## config.mk

```make
export PLATFORM = sky130hd
export DESIGN_NAME = bgscan_src
export DESIGN_NICKNAME = d
export VERILOG_FILES = /design/src/rtl/bgscan_pkg.sv /design/src/rtl/bgscan_sync.sv /design/src/rtl/bgscan_trig.sv /design/src/rtl/bgscan_regs.sv /design/src/rtl/bgscan_pend.sv /design/src/rtl/bgscan_src.sv
export SDC_FILE = /design/constraint.sdc
export NUM_CORES = 1
export LEC_CHECK = 0
export CORE_MARGIN = 4
export CORE_UTILIZATION = 48
export DETAILED_ROUTE_END_ITERATION = 6
export GPL_ROUTABILITY_DRIVEN = 0
export HOLD_SLACK_MARGIN = 0.1
export PLACE_DENSITY = 0.87
export SLEW_MARGIN = 20
export SYNTH_ARGS = -nofsm -noshare
export SYNTH_HDL_FRONTEND = slang
export SYNTH_SLANG_ARGS = --single-unit
```

## constraint.sdc

```tcl
create_clock -name clk -period 4.85 [get_ports clk]
set_clock_uncertainty 0.15 [all_clocks]
set_input_delay 0.7275 -clock clk [delete_from_list [all_inputs] [get_ports clk]]
set_output_delay 0.7275 -clock clk [all_outputs]
set_load 0.02 [all_outputs]
```

## src/rtl/bgscan_pkg.sv

```systemverilog
package bgscan_pkg;

   typedef enum logic [1:0] {
      A_TRIG = 2'd0,
      A_MODE = 2'd1,
      A_SEL  = 2'd2,
      A_PEND = 2'd3
   } reg_addr_e;

   typedef enum logic [1:0] {
      GATE_OFF    = 2'd0,
      GATE_ALWAYS = 2'd1,
      GATE_HIGH   = 2'd2,
      GATE_LOW    = 2'd3
   } gate_mode_e;

   typedef enum logic [1:0] {
      EDGE_NONE = 2'd0,
      EDGE_FALL = 2'd1,
      EDGE_RISE = 2'd2,
      EDGE_ANY  = 2'd3
   } edge_mode_e;

   typedef struct packed {
      logic [2:0] trig_sel;
      edge_mode_e trig_mode;
      logic [2:0] gate_sel;
      gate_mode_e gate_mode;
      logic       trig_en;
      logic       int_en;
      logic       autoscan;
      logic       combine;
      logic       rpt_dis;
   } cfg_t;

   // field positions, address 0
   localparam int B_TWC   = 7;
   localparam int B_GWC   = 11;
   localparam int B_TLVL  = 16;
   localparam int B_GLVL  = 17;
   // field positions, address 1
   localparam int B_TEN   = 2;
   localparam int B_IEN   = 3;
   localparam int B_ASCAN = 4;
   localparam int B_COMB  = 5;
   localparam int B_RPTD  = 6;
   localparam int B_CLRP  = 8;
   localparam int B_LOAD  = 9;
   localparam int B_CLRF  = 10;
   localparam int B_FLAG  = 12;

endpackage

```

## src/rtl/bgscan_sync.sv

```systemverilog
module bgscan_sync #(
   parameter int DEPTH = 2
) (
   input  logic clk,
   input  logic rst_n,
   input  logic d,
   output logic q
);
   if (DEPTH < 1) begin : g_bad_depth
      $error("bgscan_sync: DEPTH must be at least 1");
   end

   logic [DEPTH-1:0] st;

   for (genvar i = 0; i < DEPTH; i++) begin : g_stage
      if (i == 0) begin : g_first
         always_ff @(posedge clk or negedge rst_n) begin
            if (!rst_n) st[0] <= 1'b0;
            else        st[0] <= d;
         end
      end else begin : g_next
         always_ff @(posedge clk or negedge rst_n) begin
            if (!rst_n) st[i] <= 1'b0;
            else        st[i] <= st[i-1];
         end
      end
   end

   assign q = st[DEPTH-1];
endmodule

```

## src/rtl/bgscan_trig.sv

```systemverilog
module bgscan_trig
   import bgscan_pkg::*;
#(
   parameter int NTRIG      = 8,
   parameter int NGATE      = 8,
   parameter int SYNC_DEPTH = 2
) (
   input  logic             clk,
   input  logic             rst_n,
   input  logic [NTRIG-1:0] trig_in,
   input  logic [NGATE-1:0] gate_in,
   input  cfg_t             cfg,
   output logic             trig_lvl,
   output logic             gate_lvl,
   output logic             trig_edge
);
   localparam int SEL_N = 8;

   logic [SEL_N-1:0] trig_pad, gate_pad;
   logic             trig_raw, gate_raw, trig_prev;
   logic             rise, fall;

   always_comb begin
      trig_pad = '0;
      gate_pad = '0;
      trig_pad[NTRIG-1:0] = trig_in;
      gate_pad[NGATE-1:0] = gate_in;
   end

   assign trig_raw = trig_pad[cfg.trig_sel];
   assign gate_raw = gate_pad[cfg.gate_sel];

   bgscan_sync #(.DEPTH(SYNC_DEPTH)) u_trig_sync (
      .clk(clk), .rst_n(rst_n), .d(trig_raw), .q(trig_lvl));

   bgscan_sync #(.DEPTH(SYNC_DEPTH)) u_gate_sync (
      .clk(clk), .rst_n(rst_n), .d(gate_raw), .q(gate_lvl));

   always_ff @(posedge clk or negedge rst_n) begin
      if (!rst_n) trig_prev <= 1'b0;
      else        trig_prev <= trig_lvl;
   end

   assign rise = trig_lvl & ~trig_prev;
   assign fall = ~trig_lvl & trig_prev;

   always_comb begin
      case (cfg.trig_mode)
         EDGE_FALL: trig_edge = fall;
         EDGE_RISE: trig_edge = rise;
         EDGE_ANY:  trig_edge = rise | fall;
         default:   trig_edge = 1'b0;
      endcase
   end
endmodule

```

## src/rtl/bgscan_regs.sv

```systemverilog
module bgscan_regs
   import bgscan_pkg::*;
#(
   parameter int NCH = 8,
   parameter int DW  = 32
) (
   input  logic           clk,
   input  logic           rst_n,
   input  logic           wr_en,
   input  logic [1:0]     wr_addr,
   input  logic [DW-1:0]  wr_data,
   input  logic [1:0]     rd_addr,
   output logic [DW-1:0]  rd_data,
   input  logic [NCH-1:0] pend,
   input  logic           flag,
   input  logic           trig_lvl,
   input  logic           gate_lvl,
   output cfg_t           cfg,
   output logic [NCH-1:0] sel_mask,
   output logic           pend_wr,
   output logic [NCH-1:0] pend_data,
   output logic           clr_pend,
   output logic           sw_load,
   output logic           flag_clr
);
   logic hit_trig, hit_mode, hit_sel;

   assign hit_trig = wr_en && (wr_addr == A_TRIG);
   assign hit_mode = wr_en && (wr_addr == A_MODE);
   assign hit_sel  = wr_en && (wr_addr == A_SEL);
   assign pend_wr  = wr_en && (wr_addr == A_PEND);

   assign pend_data = wr_data[NCH-1:0];
   assign clr_pend  = hit_mode && wr_data[B_CLRP];
   assign sw_load   = hit_mode && wr_data[B_LOAD];
   assign flag_clr  = hit_mode && wr_data[B_CLRF];

   always_ff @(posedge clk or negedge rst_n) begin
      if (!rst_n) begin
         cfg      <= '0;
         sel_mask <= '0;
      end else begin
         if (hit_trig && wr_data[B_TWC]) begin
            cfg.trig_sel  <= wr_data[2:0];
            cfg.trig_mode <= edge_mode_e'(wr_data[5:4]);
         end
         if (hit_trig && wr_data[B_GWC]) begin
            cfg.gate_sel <= wr_data[10:8];
         end
         if (hit_mode) begin
            cfg.gate_mode <= gate_mode_e'(wr_data[1:0]);
            cfg.trig_en   <= wr_data[B_TEN];
            cfg.int_en    <= wr_data[B_IEN];
            cfg.autoscan  <= wr_data[B_ASCAN];
            cfg.combine   <= wr_data[B_COMB];
            cfg.rpt_dis   <= wr_data[B_RPTD];
         end
         if (hit_sel) sel_mask <= wr_data[NCH-1:0];
      end
   end

   always_comb begin
      rd_data = '0;
      case (reg_addr_e'(rd_addr))
         A_TRIG: begin
            rd_data[2:0]   = cfg.trig_sel;
            rd_data[5:4]   = cfg.trig_mode;
            rd_data[10:8]  = cfg.gate_sel;
            rd_data[B_TLVL] = trig_lvl;
            rd_data[B_GLVL] = gate_lvl;
         end
         A_MODE: begin
            rd_data[1:0]     = cfg.gate_mode;
            rd_data[B_TEN]   = cfg.trig_en;
            rd_data[B_IEN]   = cfg.int_en;
            rd_data[B_ASCAN] = cfg.autoscan;
            rd_data[B_COMB]  = cfg.combine;
            rd_data[B_RPTD]  = cfg.rpt_dis;
            rd_data[B_FLAG]  = flag;
         end
         A_SEL:   rd_data[NCH-1:0] = sel_mask;
         default: rd_data[NCH-1:0] = pend;
      endcase
   end
endmodule

```

## src/rtl/bgscan_pend.sv

```systemverilog
module bgscan_pend #(
   parameter int NCH  = 8,
   parameter int CH_W = $clog2(NCH)
) (
   input  logic            clk,
   input  logic            rst_n,
   input  logic [NCH-1:0]  sel_mask,
   input  logic            pend_wr,
   input  logic [NCH-1:0]  pend_data,
   input  logic            clr_pend,
   input  logic            load_req,
   input  logic            autoscan,
   input  logic            combine,
   input  logic            rpt_dis,
   input  logic            conv_done,
   input  logic            conv_cancel,
   input  logic [CH_W-1:0] conv_ch,
   input  logic            gate_ok,
   output logic [NCH-1:0]  pend,
   output logic            req_valid,
   output logic [CH_W-1:0] req_ch,
   output logic            src_evt,
   output logic            load_evt
);
   logic [NCH-1:0] ch_hot, nxt;
   logic           done_hit, found;

   assign ch_hot   = NCH'(1) << conv_ch;
   assign done_hit = conv_done && |(pend & ch_hot);
   assign src_evt  = done_hit && ((pend & ~ch_hot) == '0);
   assign load_evt = load_req || (src_evt && autoscan);

   always_comb begin
      nxt = pend_wr ? pend_data : pend;
      if (conv_done || (conv_cancel && rpt_dis)) nxt = nxt & ~ch_hot;
      if (clr_pend) nxt = '0;
      if (load_evt) nxt = combine ? (nxt | sel_mask) : sel_mask;
   end

   always_ff @(posedge clk or negedge rst_n) begin
      if (!rst_n) pend <= '0;
      else        pend <= nxt;
   end

   // lowest index wins
   always_comb begin
      found  = 1'b0;
      req_ch = '0;
      for (int i = NCH - 1; i >= 0; i--) begin
         if (pend[i]) begin
            found  = 1'b1;
            req_ch = CH_W'(i);
         end
      end
   end

   assign req_valid = found && gate_ok;
endmodule

```

## src/rtl/bgscan_src.sv

```systemverilog
module bgscan_src
   import bgscan_pkg::*;
#(
   parameter int NCH        = 8,
   parameter int NTRIG      = 8,
   parameter int NGATE      = 8,
   parameter int DW         = 32,
   parameter int SYNC_DEPTH = 2,
   localparam int CH_W      = $clog2(NCH)
) (
   input  logic             clk,
   input  logic             rst_n,
   input  logic             wr_en,
   input  logic [1:0]       wr_addr,
   input  logic [DW-1:0]    wr_data,
   input  logic [1:0]       rd_addr,
   output logic [DW-1:0]    rd_data,
   input  logic [NTRIG-1:0] trig_in,
   input  logic [NGATE-1:0] gate_in,
   input  logic             conv_done,
   input  logic             conv_cancel,
   input  logic [CH_W-1:0]  conv_ch,
   output logic             req_valid,
   output logic [CH_W-1:0]  req_ch,
   output logic             src_event,
   output logic             src_irq
);
   if (NCH < 2 || NCH > 16) begin : g_bad_nch
      $error("bgscan_src: NCH must be 2..16");
   end
   if (NTRIG < 1 || NTRIG > 8 || NGATE < 1 || NGATE > 8) begin : g_bad_lines
      $error("bgscan_src: NTRIG and NGATE must be 1..8");
   end
   if (DW < 18) begin : g_bad_dw
      $error("bgscan_src: DW must be at least 18");
   end

   cfg_t           cfg;
   logic [NCH-1:0] sel_mask, pend_data, pend;
   logic           pend_wr, clr_pend, sw_load, flag_clr;
   logic           trig_lvl, gate_lvl, trig_edge;
   logic           gate_ok, src_evt, load_evt, load_req;

   bgscan_regs #(.NCH(NCH), .DW(DW)) u_regs (
      .clk(clk), .rst_n(rst_n),
      .wr_en(wr_en), .wr_addr(wr_addr), .wr_data(wr_data),
      .rd_addr(rd_addr), .rd_data(rd_data),
      .pend(pend), .flag(src_event),
      .trig_lvl(trig_lvl), .gate_lvl(gate_lvl),
      .cfg(cfg), .sel_mask(sel_mask),
      .pend_wr(pend_wr), .pend_data(pend_data),
      .clr_pend(clr_pend), .sw_load(sw_load), .flag_clr(flag_clr));

   bgscan_trig #(.NTRIG(NTRIG), .NGATE(NGATE), .SYNC_DEPTH(SYNC_DEPTH)) u_trig (
      .clk(clk), .rst_n(rst_n),
      .trig_in(trig_in), .gate_in(gate_in), .cfg(cfg),
      .trig_lvl(trig_lvl), .gate_lvl(gate_lvl), .trig_edge(trig_edge));

   always_comb begin
      case (cfg.gate_mode)
         GATE_ALWAYS: gate_ok = 1'b1;
         GATE_HIGH:   gate_ok = gate_lvl;
         GATE_LOW:    gate_ok = ~gate_lvl;
         default:     gate_ok = 1'b0;
      endcase
   end

   assign load_req = sw_load || (trig_edge && cfg.trig_en);

   bgscan_pend #(.NCH(NCH), .CH_W(CH_W)) u_pend (
      .clk(clk), .rst_n(rst_n),
      .sel_mask(sel_mask), .pend_wr(pend_wr), .pend_data(pend_data),
      .clr_pend(clr_pend), .load_req(load_req),
      .autoscan(cfg.autoscan), .combine(cfg.combine), .rpt_dis(cfg.rpt_dis),
      .conv_done(conv_done), .conv_cancel(conv_cancel), .conv_ch(conv_ch),
      .gate_ok(gate_ok),
      .pend(pend), .req_valid(req_valid), .req_ch(req_ch),
      .src_evt(src_evt), .load_evt(load_evt));

   always_ff @(posedge clk or negedge rst_n) begin
      if (!rst_n) begin
         src_event <= 1'b0;
         src_irq   <= 1'b0;
      end else begin
         src_irq <= src_evt && cfg.int_en;
         if (src_evt)       src_event <= 1'b1;
         else if (flag_clr) src_event <= 1'b0;
      end
   end
endmodule

```

==> results.cfg, run 1 <==
[worst_setup_path]
cp_slowest_stage_delay_ps = 870
r2r_start = u_trig.u_trig_sync.q$_DFF_PN0_
reg2reg_setup_slack_ps = 2590
worstRegToRegCells = 7
path_delay_family = buffers and inverters
critical-path-slowest-cell = clkdlybuf4s50_1
crit_type = input port to primary output
crit_chain = clkdlybuf4s50_1 -> mux4_2 -> clkdlybuf4s50_1
path_max_fanout = 13
critPathLaunchType = input port
arrival_ps = 2750
r2r-end = u_pend.pend[0]$_DFF_PN0_
crit_buf_inv = 2
crit_top_cell = clkdlybuf4s50_1
required_ps = 3970
end_kind = primary output

[power]
switching_power_w = 0.000414
p_sw_share_pct = 35.2
seqPwrFrac_pct = 41.5
finalPower_w = 0.00118
powerDensity_nw_per_um2 = 368
leakagePower_nw = 1.39
p_int_w = 0.000762
power.share.clock_pct = 22.6
combinationalPowerShare_pct = 36.0
ir_drop_uv = 173

[clock_network]
cts_buffers = 5
htreeDepth = 2
clkLatencyLatePin_ps = 300
post-cts-setup-buffer-count = 0
clkTransAtPathRegs_ps = 80
clock-sinks = 38
clock_tree.root_cell = clkbuf_8
cts_resized = 0
clk_path_buf_depth = 2
cts_hold_buf = 0
cts_tree = built

[layout]
syn_to_final_growth_pct = 27.3
antenna_cells = 0
largestRegisters = u_regs.cfg x15, u_pend.pend x8, u_regs.sel_mask x8
fillers = 423
top_register = u_regs.cfg
drive_gt1_share_pct = 13.1
fin_cells = 382
finish.net_count = 373
largest_reg_flops = 15

[logic_synthesis]
netlist_area_um2 = 2510
netlist_top_cells_count = dfrtp_1 (38), nand2_1 (26), buf_4 (18), mux2_2 (18), nand3_1 (17)
yosys.area.top_type_share_pct = 37.9
yosys.area.top_type = dfrtp_1
yosys-top-cells-area = dfrtp_1 (38%), mux2_2 (8.1%), mux4_2 (8.1%)
ys.flop_type = dfrtp_1
yosys_warnings = 0
synth-edff-count = 0
synthCells = 254
yosysUniqueCellTypes = 47
async_reset_ff_share_pct = 100
ys_ff_latch = 38
synth.most_common_cell = dfrtp_1
syn_area_per_cell_um2 = 9.88
seq_area_frac_synth_pct = 37.9

[placed_design]
place_ws_ps = 1210
numPortBuffers = 59
placed_cells = 374
hpwl_mm = 4.85

[global_route]
grt_pass1_vias = 2258
antenna_found_initial = 0
grt_usage_pct = 21.3
grt_pass1_wl_mm = 10.6
grt-ovfl-total = 0
grt_max_degree = 39

[routing]
wirelength_mm = 6.53
drt_iter0_markers = 165
drt_pre_antenna_iters = 5
wl_per_cell_um = 17.1
post-route-drc-count = 0
vias = 2245
vias_per_cell = 5.88
ant_nets = 0

[timing]
rsz0062_at_grt = no
setup_ws_ps = 1220
hold_ws_ps = 203
maxSlewViolCount = 0
relSlewSlack_pct = 34.5
finalSetupViolCount = 0
worstMarginPinSlew_ps = 972
hold_viol = 0
fmax_mhz = 276
period_needed_ps = 3630
min_period_over_period_pct = 74.8
finalSetupTns_ps = 0

[floorplan]
rows = 26
num_io_pins = 98
core_area_um2 = 5070
fp.dieW_um = 80.3
die_area_um2 = 6450
initial_core_util_pct = 49.4
die_y_um = 80.3

[flow_run]
cap_violations = 0

[min_path]
min_to = u_trig.u_gate_sync.q$_DFF_PN0_
hold_path_startpoint = u_trig.u_gate_sync.st[0]$_DFF_PN0_
hp-class = register to register
hold_depth = 0

[status]
status = complete, no violations
## worst max path at each step
stage                     from    endpoint  cells after the start
floorplan           rd_addr[0]  rd_data[0]                      2
global placement    rd_addr[0]  rd_data[0]                      3
detailed placement  rd_addr[0]  rd_data[0]                      3
CTS                 rd_addr[0]  rd_data[0]                      3
global route        rd_addr[0]  rd_data[0]                      3
finish              rd_addr[0]  rd_data[0]                      3
## cell usage in the layout (no fill, tap or decap), types with 2 or more instances in the layout
cell type and count:
clkdlybuf4s50_1 59, dfrtp_1 38, nand2_1 26, mux2_2 18, conb_1 18, nand3_1 17
inv_1 15, nor2_1 10, a21oi_1 9, mux4_2 9, mux2i_1 8, o221ai_1 8
nor2b_1 7, and2_1 7, nor3_1 6, o21ai_0 6, clkbuf_8 5, nand2b_1 3
nor4_1 3, a221oi_1 3, nand4b_1 2, o32ai_1 2, a21boi_0 2, a31oi_1 2
a22o_1 2, nand3b_1 2, ha_1 2, clkinv_2 2
## through the flow
step | area, µm² | util (%)
detailed placement | 3080 | 60.8
global route | 3190 | 62.9
finish | 3190 | 62.9
global placement | 3080 | 60.8
CTS | 3190 | 62.9
floorplan | 2570 | -
## kinds of logic (layout without fill, tap and decap cells)
family / count (synthesis) / count (layout) / synth area share (%)
xor+xnor: 1 / 1 / 0.349
buf+inv: 42 / 83 / 9.18
compound gates: 44 / 44 / 12.9
other cells: 1 / 18 / 0.149
simple gates: 91 / 91 / 19.2
fa+ha+maj: 2 / 2 / 0.997
mux: 35 / 35 / 19.4
flops: 38 / 38 / 37.9
## worst register-to-register path: cells and delay by family (launching register included)
family | cells | cell delay (ps)
AOI/OAI and AO/OA | 3 | 1010
DFF | 1 | 370
adders and majority gates | 1 | 270
and+or+nand+nor | 2 | 310
buffers and inverters | 1 | 60
## area by class of cell
class	instances	area, µm²	area share, %
clock inverter	3	40.0	1.25
inverter	15	56.3	1.76
timing repair buffer	60	598	18.7
multi-input combinational	191	1390	43.6
sequential	38	951	29.8
tap	70	87.6	2.74
clock buffer	5	68.8	2.16
## metal layers
metal / up-vias / GRT usage, % / share of wire [%]
met5: - / 0 / 0
met4: 0 / 6.08 / 1.6
met3: 19 / 6.50 / 9.3
met2: 149 / 36.3 / 50
met1: 1065 / 25.9 / 39
li1: 1012 / - / -
## power groups by stage
stage	sequential (W)	combinational, W	clock, W
final	0.000487	0.000423	0.000265
after global routing	0.000498	0.000462	0.000285
after CTS	0.000484	0.000421	0.000268
after detailed placement	0.000490	0.000418	0
after global placement	0.000486	0.000404	0
after floorplan	0.000448	0.000304	0
No activity file was read; power rests on OpenSTA's default activity.
==> inputs of run 2 (changes only) <==
--- a/config.mk
+++ b/config.mk
@@ -6,11 +6,11 @@
 export NUM_CORES = 1
 export LEC_CHECK = 0
 export CORE_MARGIN = 4
-export CORE_UTILIZATION = 48
+export CORE_UTILIZATION = 44
 export DETAILED_ROUTE_END_ITERATION = 6
 export GPL_ROUTABILITY_DRIVEN = 0
 export HOLD_SLACK_MARGIN = 0.1
-export PLACE_DENSITY = 0.87
+export PLACE_DENSITY = 0.81
 export SLEW_MARGIN = 20
 export SYNTH_ARGS = -nofsm -noshare
 export SYNTH_HDL_FRONTEND = slang
==> constraint.sdc (replaced) <==
create_clock -name clk -period 3.6 [get_ports clk]
set_clock_uncertainty 0.15 [all_clocks]
set_input_delay 0.54 -clock clk [delete_from_list [all_inputs] [get_ports clk]]
set_output_delay 0.54 -clock clk [all_outputs]
set_load 0.02 [all_outputs]
==> run 2 against run 1 <==
Non-clock buffer count grew 3. Global-route usage fell by 2.2 points. Combinational power rose by 35%. Cell count increased by 1.3%. Count of clock-buffer cells in the layout grew 3. Total power up 33%. Wire length down 0.23%. Critical endpoint is now rd_data[1].
==> results.cfg, run 2 (same netlist as run 1, synthesis figures left out) <==
[clock_network]
clk_path_buf_depth = 2
cts_tree = built
cts_buffers = 5
post-cts-setup-buffer-count = 0
clkTransAtPathRegs_ps = 70
cts_hold_buf = 0
clkLatencyLatePin_ps = 290
clock-sinks = 38
htreeDepth = 2
clock_tree.root_cell = clkbuf_8
cts_resized = 0

[timing]
finalSetupTns_ps = 0
rsz0062_at_grt = no
period_needed_ps = 3210
setup_ws_ps = 390
worstMarginPinSlew_ps = 1000
finalSetupViolCount = 0
min_period_over_period_pct = 89.2
relSlewSlack_pct = 32.4
fmax_mhz = 312
hold_viol = 0
maxSlewViolCount = 0

[layout]
top_register = u_regs.cfg
antenna_cells = 0
layout_common_cells = clkdlybuf4s50_1 (58), dfrtp_1 (38), nand2_1 (26), mux2_2 (18), conb_1 (18)
fin_cells = 387
layout_commonest_cell = clkdlybuf4s50_1
fillers = 475
syn_to_final_growth_pct = 28.1
largest_reg_flops = 15
seqCellArea_um2 = 951
largestRegisters = u_regs.cfg x15, u_pend.pend x8, u_regs.sel_mask x8
drive_gt1_share_pct = 14.3
finish.net_count = 376
multiInputGateArea_um2 = 1390

[floorplan]
die_y_um = 83.5
fp.dieW_um = 83.5
initial_core_util_pct = 45.6
num_io_pins = 98
rows = 27
die_area_um2 = 6970
core_area_um2 = 5510

[power]
powerDensity_nw_per_um2 = 488
leakagePower_nw = 1.41
ir_drop_uv = 229
finalPower_w = 0.00157

[global_route]
grt_pass1_wl_mm = 10.8
grt_pass1_vias = 2223
antenna_found_initial = 0
grt_usage_pct = 19.1
grt-ovfl-total = 0
grt_max_degree = 39

[routing]
wirelength_mm = 6.51
drt_iter0_markers = 263
post-route-drc-count = 0
wl_per_cell_um = 16.8
drt_pre_antenna_iters = 5
vias_per_cell = 5.83
ant_nets = 0
vias = 2258

[worst_setup_path]
critPathLaunchType = input port
required_ps = 2910
crit_type = input port to primary output
reg2reg_setup_slack_ps = 1390
end_kind = primary output
path_max_fanout = 11
arrival_ps = 2520

[min_path]
hp-class = register to register

[placed_design]
hpwl_mm = 4.77
place_ws_ps = 393
placed_cells = 379
numPortBuffers = 59

[flow_run]
cap_violations = 0

[status]
status = complete, no violations
==> run 2: layout make-up <==
type,count,share of cell area [%]
multi-input cells,191,43.3
flip-flops and latches,38,29.6
repair buffers,63,19.2
clock buffers,8,3.43
well taps,72,2.80
inverters,15,1.75
==> run 2: path summary, 6_finish.rpt <==
kind | cells after the start | from | to
max | 3 | rd_addr[0] | rd_data[1]
min | 0 | u_trig.u_trig_sync.st[0]$_DFF_PN0_ | u_trig.u_trig_sync.q$_DFF_PN0_
max reg2reg | 7 | u_trig.u_trig_sync.q$_DFF_PN0_ | u_pend.pend[5]$_DFF_PN0_
min reg2reg | 0 | u_trig.u_trig_sync.st[0]$_DFF_PN0_ | u_trig.u_trig_sync.q$_DFF_PN0_
max in group asynchronous | 1 | rst_n | u_regs.cfg[7]$_DFFE_PN0P_
min in group asynchronous | 1 | rst_n | u_trig.trig_prev$_DFF_PN0_
==> run 2: power by group <==
group / internal [W] / leakage (nW) / total (W) / switching [W]
Sequential: 0.000526 / 0.443 / 0.000653 / 0.000127
Clock: 0.000193 / 0.0575 / 0.000343 / 0.000149
Combinational: 0.000297 / 0.907 / 0.000573 / 0.000276
Total: 0.00102 / 1.41 / 0.00157 / 0.000552
==> run 2: per-layer routing <==
metal	vias up	GRT usage, %	share of wire [%]
li1	1011	-	-
met2	152	32.4	47
met3	16	4.54	9.3
met1	1079	24.0	41
met5	-	0	0
met4	0	5.99	2.0
==> run 2: stage by stage <==
stage	area (µm²)	utilization [%]	hold slack, ps
floorplan	2570	-	94.4
global placement	3100	56.4	183
detailed placement	3100	56.4	186
CTS	3210	58.4	202
global route	3210	58.4	215
finish	3210	58.4	200
==> run 2: worst max-delay path, cell delays in order <==
cell             delay [ps]
clkdlybuf4s50_1         840
mux4_2                  590
clkdlybuf4s50_1         550
==> inputs of run 3 (changes only) <==
--- a/config.mk
+++ b/config.mk
@@ -5,12 +5,14 @@
 export SDC_FILE = /design/constraint.sdc
 export NUM_CORES = 1
 export LEC_CHECK = 0
+export CAP_MARGIN = 5
 export CORE_MARGIN = 4
 export CORE_UTILIZATION = 44
 export DETAILED_ROUTE_END_ITERATION = 6
 export GPL_ROUTABILITY_DRIVEN = 0
 export HOLD_SLACK_MARGIN = 0.1
 export PLACE_DENSITY = 0.81
+export RECOVER_POWER = 25
 export SLEW_MARGIN = 20
 export SYNTH_ARGS = -nofsm -noshare
 export SYNTH_HDL_FRONTEND = slang
==> run 3 against run 2 <==
The run now ends with capacitance limit, slew limit left. Core utilization barely moved. Combinational power fell by 0.9%. Wire length fell by 0.88%. Non-clock buffer count did not move. Maximum frequency rose by 0.45%. Sequential share of layout area barely moved. Via count fell by 2.2%. Critical path depth did not move. Register-to-register slack barely moved. Cell area barely moved.
==> results.cfg, run 3 (same netlist as run 1, synthesis figures left out) <==
[status]
status = finished, violations left
violations = capacitance limit, slew limit

[routing]
wirelength_mm = 6.45
vias_per_cell = 5.71
vias = 2208
ant_nets = 0
post-route-drc-count = 0
drt_pre_antenna_iters = 4
drt_iter0_markers = 254
wl_per_cell_um = 16.7

[timing]
hold_ws_ps = 201
relSlewSlack_pct = -35.2
period_needed_ps = 3200
setup_ws_ps = 405
maxSlewViolCount = 39
finalSetupTns_ps = 0
worstMarginPinSlew_ps = 2030
hold_viol = 0
fmax_mhz = 313
rsz0062_at_grt = no
finalSetupViolCount = 0
min_period_over_period_pct = 88.8

[floorplan]
fp.dieW_um = 83.5
die_y_um = 83.5
num_io_pins = 98
initial_core_util_pct = 45.6
die_area_um2 = 6970
rows = 27
core_area_um2 = 5510

[worst_setup_path]
path_depth = 3
path_delay_family = buffers and inverters
path_max_fanout = 11
end_kind = primary output
r2r-end = u_pend.pend[5]$_DFF_PN0_
required_ps = 2910
cp_slowest_stage_delay_ps = 830
crit_top_cell = clkdlybuf4s50_1
crit_buf_inv = 2
critical-path-slowest-cell = clkdlybuf4s50_1
crit_type = input port to primary output
endpoint = rd_data[0]
worstRegToRegCells = 7
arrival_ps = 2510
startpoint = rd_addr[0]
crit_chain = clkdlybuf4s50_1 -> mux4_2 -> clkdlybuf4s50_1
critPathLaunchType = input port
r2r_start = u_trig.u_trig_sync.q$_DFF_PN0_
reg2reg_setup_slack_ps = 1380

[layout]
top_register = u_regs.cfg
antenna_cells = 0
utilization_pct = 58.4
largest_reg_flops = 15
fin_area_um2 = 3210
largestRegisters = u_regs.cfg x15, u_pend.pend x8, u_regs.sel_mask x8
drive_gt1_share_pct = 14.0
syn_to_final_growth_pct = 28.1
finish.net_count = 376
layout_common_cells = clkdlybuf4s50_1 (58), dfrtp_1 (38), nand2_1 (26), mux2_2 (18), conb_1 (18)
layout_commonest_cell = clkdlybuf4s50_1
fillers = 476

[clock_network]
cts_buffers = 5
post-cts-setup-buffer-count = 0
cts_hold_buf = 0
htreeDepth = 2
clock-sinks = 38
clk_path_buf_depth = 2
cts_resized = 0
cts_tree = built
clock_tree.root_cell = clkbuf_8
clkTransAtPathRegs_ps = 70
clkLatencyLatePin_ps = 290

[power]
leakagePower_nw = 1.40
powerDensity_nw_per_um2 = 487
ir_drop_uv = 229

[global_route]
grt-ovfl-total = 0
grt_pass1_vias = 2223
grt_usage_pct = 19.1
grt_max_degree = 39
grt_pass1_wl_mm = 10.8
antenna_found_initial = 0

[placed_design]
hpwl_mm = 4.77
numPortBuffers = 59
place_ws_ps = 393
place_area_um2 = 3100

[flow_run]
cap_violations = 1

[min_path]
hp-class = register to register
hold_path_startpoint = u_trig.u_trig_sync.st[0]$_DFF_PN0_
-- run 3: worst min path at each step --
stage	depth (start not counted)	slack [ps]	to
after floorplan	0	90	src_event$_DFFE_PN0P_
after detailed placement	0	190	u_trig.u_trig_sync.q$_DFF_PN0_
after CTS	0	200	u_trig.u_trig_sync.q$_DFF_PN0_
after global placement	0	180	u_trig.u_gate_sync.q$_DFF_PN0_
after global routing	0	210	u_trig.u_trig_sync.q$_DFF_PN0_
final	0	200	u_trig.u_trig_sync.q$_DFF_PN0_
-- run 3: power by group --
group          internal [W]  switching, W  leakage [nW]  total (W)
Combinational      0.000297      0.000271         0.904   0.000568
Sequential         0.000526      0.000126         0.443   0.000652
Clock              0.000193      0.000150        0.0575   0.000344
Total               0.00102      0.000548          1.40    0.00156
-- run 3: metal layers --
layer / vias to the layer above / routed length, µm / global-route usage, %
met4: 0 / 106 / 5.99
li1: 1014 / - / -
met1: 1072 / 2640 / 24.0
met2: 110 / 3080 / 32.4
met3: 12 / 626 / 4.54
met5: - / 0 / 0
-- run 3: layout make-up --
type                            instances  area (µm²)  share of cell area [%]
Clock buffer                            8         110                    3.43
Inverter                               15        56.3                    1.75
Sequential cell                        38         951                    29.6
Tap cell                               72        90.1                    2.80
Timing Repair Buffer                   63         614                    19.1
Multi-Input combinational cell        191        1390                    43.3
-- run 3: worst register-to-register path, delay by kind of cell (launching register included) --
kind                       cells  cell delay (ps)
AOI/OAI and AO/OA              3              990
adders and majority gates      1              270
buffers and inverters          1               60
DFF                            1              370
and+or+nand+nor                2              290
-- run 3: per-stage QoR --
stage / total power (W) / cells
after global placement: 0.00120 / 379
after global routing: 0.00166 / 387
after CTS: 0.00157 / 387
final: 0.00156 / 387
after floorplan: 0.00101 / 271
after detailed placement: 0.00122 / 379
